<file path="src/rtl/wrap_mask_pkg.sv">
package wrap_mask_pkg;

    typedef enum logic {
        JOIN_AND = 1'b0,
        JOIN_OR  = 1'b1
    } join_op_e;

endpackage

</file>
<file path="src/rtl/wm_index_map.sv">
module wm_index_map #(
    parameter int W  = 64,
    localparam int IW = $clog2(W)
) (
    input  logic [IW-1:0] idx_i,
    input  logic          narrow_i,
    output logic [IW-1:0] idx_o
);

    // In narrow mode the top index bit is forced high, which adds W/2 to
    // any value held in the low IW-1 bits.
    always_comb begin
        if (narrow_i) begin
            idx_o = {1'b1, idx_i[IW-2:0]};
        end else begin
            idx_o = idx_i;
        end
    end

endmodule

</file>
<file path="src/rtl/wm_edge_mask.sv">
module wm_edge_mask #(
    parameter int W        = 64,
    parameter bit FROM_TOP = 1'b0,
    localparam int IW = $clog2(W)
) (
    input  logic [IW-1:0] idx_i,
    output logic [W-1:0]  mask_o
);

    localparam logic [W-1:0] ALL_ONES = {W{1'b1}};

    generate
        if (FROM_TOP) begin : g_end_side
            // Ones from the MSB down to idx_i inclusive. The shift is one
            // larger than the index because the end bit is inclusive.
            logic [IW:0] shamt;
            always_comb begin
                shamt  = {1'b0, idx_i} + 1'b1;
                mask_o = ~(ALL_ONES >> shamt);
            end
        end else begin : g_begin_side
            // Ones from idx_i down to the LSB.
            always_comb begin
                mask_o = ALL_ONES >> idx_i;
            end
        end
    endgenerate

endmodule

</file>
<file path="src/rtl/wm_join.sv">
module wm_join
    import wrap_mask_pkg::*;
#(
    parameter int W = 64
) (
    input  logic [W-1:0] begin_side_i,
    input  logic [W-1:0] end_side_i,
    input  join_op_e     op_i,
    output logic [W-1:0] mask_o
);

    always_comb begin
        unique case (op_i)
            JOIN_AND: mask_o = begin_side_i & end_side_i;
            JOIN_OR:  mask_o = begin_side_i | end_side_i;
            default:  mask_o = '0;
        endcase
    end

endmodule

</file>
<file path="src/rtl/wrap_mask_gen.sv">
module wrap_mask_gen
    import wrap_mask_pkg::*;
#(
    parameter int W = 64,
    localparam int IW = $clog2(W)
) (
    input  logic [IW-1:0] begin_idx,
    input  logic [IW-1:0] end_idx,
    input  logic          narrow_en,
    output logic [W-1:0]  mask_o
);

    logic [IW-1:0] begin_eff;
    logic [IW-1:0] end_eff;
    logic [W-1:0]  begin_side;
    logic [W-1:0]  end_side;
    join_op_e      join_op;

    wm_index_map #(.W(W)) u_map_begin (
        .idx_i    (begin_idx),
        .narrow_i (narrow_en),
        .idx_o    (begin_eff)
    );

    wm_index_map #(.W(W)) u_map_end (
        .idx_i    (end_idx),
        .narrow_i (narrow_en),
        .idx_o    (end_eff)
    );

    wm_edge_mask #(.W(W), .FROM_TOP(1'b0)) u_begin_side (
        .idx_i  (begin_eff),
        .mask_o (begin_side)
    );

    wm_edge_mask #(.W(W), .FROM_TOP(1'b1)) u_end_side (
        .idx_i  (end_eff),
        .mask_o (end_side)
    );

    // A run that does not wrap is the overlap of the two one-sided masks.
    // A wrapping run is their union.
    always_comb begin
        join_op = (begin_eff <= end_eff) ? JOIN_AND : JOIN_OR;
    end

    wm_join #(.W(W)) u_join (
        .begin_side_i (begin_side),
        .end_side_i   (end_side),
        .op_i         (join_op),
        .mask_o       (mask_o)
    );

endmodule

</file>
<file path="config.mk">
export PLATFORM = sky130hd
export DESIGN_NAME = wrap_mask_gen
export DESIGN_NICKNAME = d
export VERILOG_FILES = /design/src/rtl/wrap_mask_pkg.sv /design/src/rtl/wm_index_map.sv /design/src/rtl/wm_edge_mask.sv /design/src/rtl/wm_join.sv /design/src/rtl/wrap_mask_gen.sv
export SDC_FILE = /design/constraint.sdc
export NUM_CORES = 1
export LEC_CHECK = 0
export ABC_CLOCK_PERIOD_IN_PS = 2700
export BUFFER_PORTS_ARGS = -buffer_cell sky130_fd_sc_hd__buf_2
export CAP_MARGIN = 0
export CORE_ASPECT_RATIO = 1.5
export CORE_MARGIN = 8
export CORE_UTILIZATION = 48
export DETAILED_ROUTE_END_ITERATION = 6
export PLACE_DENSITY_LB_ADDON = 0.08
export SLEW_MARGIN = 10
export SYNTH_ARGS = -nofsm -noshare
export SYNTH_HDL_FRONTEND = slang
export SYNTH_HIERARCHICAL = 1
export SYNTH_SLANG_ARGS = --single-unit
</file>
<file path="constraint.sdc">
create_clock -name vclk -period 2.7
set_clock_uncertainty 0.2 [all_clocks]
set_input_delay 0.54 -clock vclk [all_inputs]
set_output_delay 0.54 -clock vclk [all_outputs]
set_load 0.1 [all_outputs]
</file>
==> run metrics <==
mean routed wirelength per cell 19.4 um; RSZ-0062 raised after global routing yes; Hold WC Path Type input pin to output port; number of port buffers 77; Ports 77; core area 0.00443 mm^2; Final Hold Fails 0; CP Data Required Time 1.96 ns; largest net degree at the start of global routing 46; Fmax 0.314 GHz; die height 98.5 um; clk_buf instances 0; DR iter-0 viols 265; worst vdd ir 0.582 mV; critical path arrival 2.44 ns; Fin Hold WS 1.68 ns; Synth Warn # 6; drt total wl 8350 um; sequential share of the synthesized area 0%; Total GRT Usage 22.9%; MaxCap Viol Count 0; Lkg Pwr 1.59 nW; met3 routed WL 664 um; die area 0.00699 mm^2; post-synthesis cell count 317; Worst Min Path Start end_idx[1]; Synth Area per Inst 6.87 um^2; final setup fails 64; antenna diode count 0; Setup CP Type input pin to output port; status finished with violations; vias in the first global route 2,683; failing checks setup timing; WL met2 4410 um; multi-input logic area 0.00185 mm^2; Mapped Area 0.00218 mm^2; Net Count, Synth 336; PwrDens 661 mW/mm^2; Area growth syn-to-layout 69.2%; DP HPWL 6050 um; Starting Density 49.2%; final period utilization 118%; Vias 2,676; Worst Hold Depth 6; residual DRC count 0; # fillers 258; Layout Nets 403; max layer used met4; fin worst setup slack -0.481 ns; Netlist cell types 38; share of layout cells above drive strength 1 51.8%; fin crit period 3.18 ns; Min-Delay Endpoint mask_o[61]; final slew viol count 0; row cnt 30; Pwr Total 2.43 mW; Worst setup SP type input pin; first-pass GRT wire length 13,500 um; Metal-1 WL 3040 um; grt ovf 0; Final ANT Viol Nets 0; crit end category output port; num sequential 0; Die X 71.0 um; Routability Congestion 0.950; hold buffers post-CTS 0; first-pass detailed-route iteration total 5; total area of sequential cells 0 um^2; initial antenna violation count 0; CP max FO 10; vias per cell 6.22
-- layout by cell type, fill, tap and decap left out, types with 3 or more instances in the layout --
cell | synthesis | routed
o21bai_1 | 8 | 8
buf_6 | 9 | 3
buf_12 | 0 | 66
and3_1 | 4 | 3
maj3_2 | 60 | 63
a31oi_1 | 8 | 7
nor2_1 | 22 | 22
buf_4 | 13 | 33
a21boi_0 | 9 | 9
nor2b_1 | 4 | 4
buf_2 | 14 | 11
nand2_1 | 27 | 27
a21o_1 | 5 | 5
o21ai_0 | 19 | 18
or2_2 | 6 | 6
a21oi_1 | 17 | 16
nor3_1 | 8 | 8
o21a_1 | 3 | 3
inv_1 | 15 | 14
and2_1 | 5 | 5
or3_1 | 5 | 5
ha_1 | 6 | 5
nand3_1 | 10 | 10
-- cell usage after synthesis, types with 2 or more instances --
master | number | share of area, %
a31oi_1 | 8 | 2.3
nand3_1 | 10 | 2.3
a21boi_0 | 9 | 3.1
conb_1 | 2 | 0.34
inv_1 | 15 | 2.6
o21bai_1 | 8 | 2.8
nor3_1 | 8 | 1.8
and3_1 | 4 | 1.1
o21a_1 | 3 | 1.0
o21ai_0 | 19 | 4.4
or2_1 | 3 | 0.86
and2_1 | 5 | 1.4
and4_1 | 3 | 1.2
nor2b_1 | 4 | 1.1
buf_6 | 9 | 4.7
nand2_1 | 27 | 4.7
nor2_1 | 22 | 3.8
or4_4 | 2 | 1.0
a21o_1 | 5 | 1.7
or2_2 | 6 | 1.7
maj3_1 | 4 | 1.8
nand2b_1 | 2 | 0.57
a21oi_1 | 17 | 3.9
maj3_2 | 60 | 31
buf_2 | 14 | 3.2
a211oi_1 | 2 | 0.69
or3_1 | 5 | 1.4
clkbuf_1 | 14 | 2.4
buf_4 | 13 | 4.5
ha_1 | 6 | 3.4
-- logic make-up after synthesis --
group	Yosys count	share of synthesized area, %
compound gates	77	22.2
fa+ha+maj	70	36.3
buf+inv	65	17.4
other cells	2	0.345
simple gates	103	23.7
-- worst max-delay path, stage by stage --
cell	delay [ns]
buf_6	0.09
or2_4	0.25
ha_4	0.29
and4_4	0.21
and3_4	0.18
a31oi_4	0.05
buf_4	0.17
buf_12	0.14
maj3_4	0.34
buf_12	0.17
-- metrics by stage --
step	setup TNS [ns]	utilization [%]	setup WS, ns	cells	area (um^2)
after detailed placement	-28.67	80.6	-0.469	426	3570
after floorplan	-22.38	-	-0.360	317	2200
after global placement	-25.98	80.6	-0.419	426	3570
final	-28.85	83.2	-0.481	430	3680
after global routing	-32.23	83.2	-0.523	430	3680
after CTS	-28.08	83.2	-0.465	430	3680
-- how the worst max path moves through the flow --
stage / start / endpoint / slack [ns] / cells past startpoint
3_3_place_gp: narrow_en / mask_o[62] / -0.42 / 10
4_1_cts: begin_idx[5] / mask_o[0] / -0.46 / 10
2_1_floorplan: narrow_en / mask_o[10] / -0.36 / 9
3_5_place_dp: begin_idx[5] / mask_o[14] / -0.47 / 9
5_1_grt: begin_idx[5] / mask_o[13] / -0.52 / 9
6_report: begin_idx[5] / mask_o[0] / -0.48 / 10
-- cell type report --
class	count	share of cell area (%)
inverter	15	1.53
multi-input combinational	252	50.3
tap	48	1.63
timing repair buffer	115	46.5
-- what timing repair did --
| item | CTS | global route |
|---|---|---|
| setup buffers | 2 | 0 |
| gates resized for setup | 12 | 0 |
| pin swaps | 4 | 3 |
| setup endpoints to repair | 64 | 64 |
| hold endpoints to repair | 0 | 0 |
| gates cloned | 2 | 0 |
-- report_power, final --
part           total [mW]  switching, mW  internal [mW]
registers               0              0              0
logic                2.43           1.57          0.865
clock network           0              0              0
-- routing by layer --
layer  GRT usage [%]  up-vias
li1                -     1225
met1            25.6     1267
met2            42.4      161
met3            2.85       23
met4            7.73        0
met5               0        -
No activity file was read; power rests on OpenSTA's default activity.
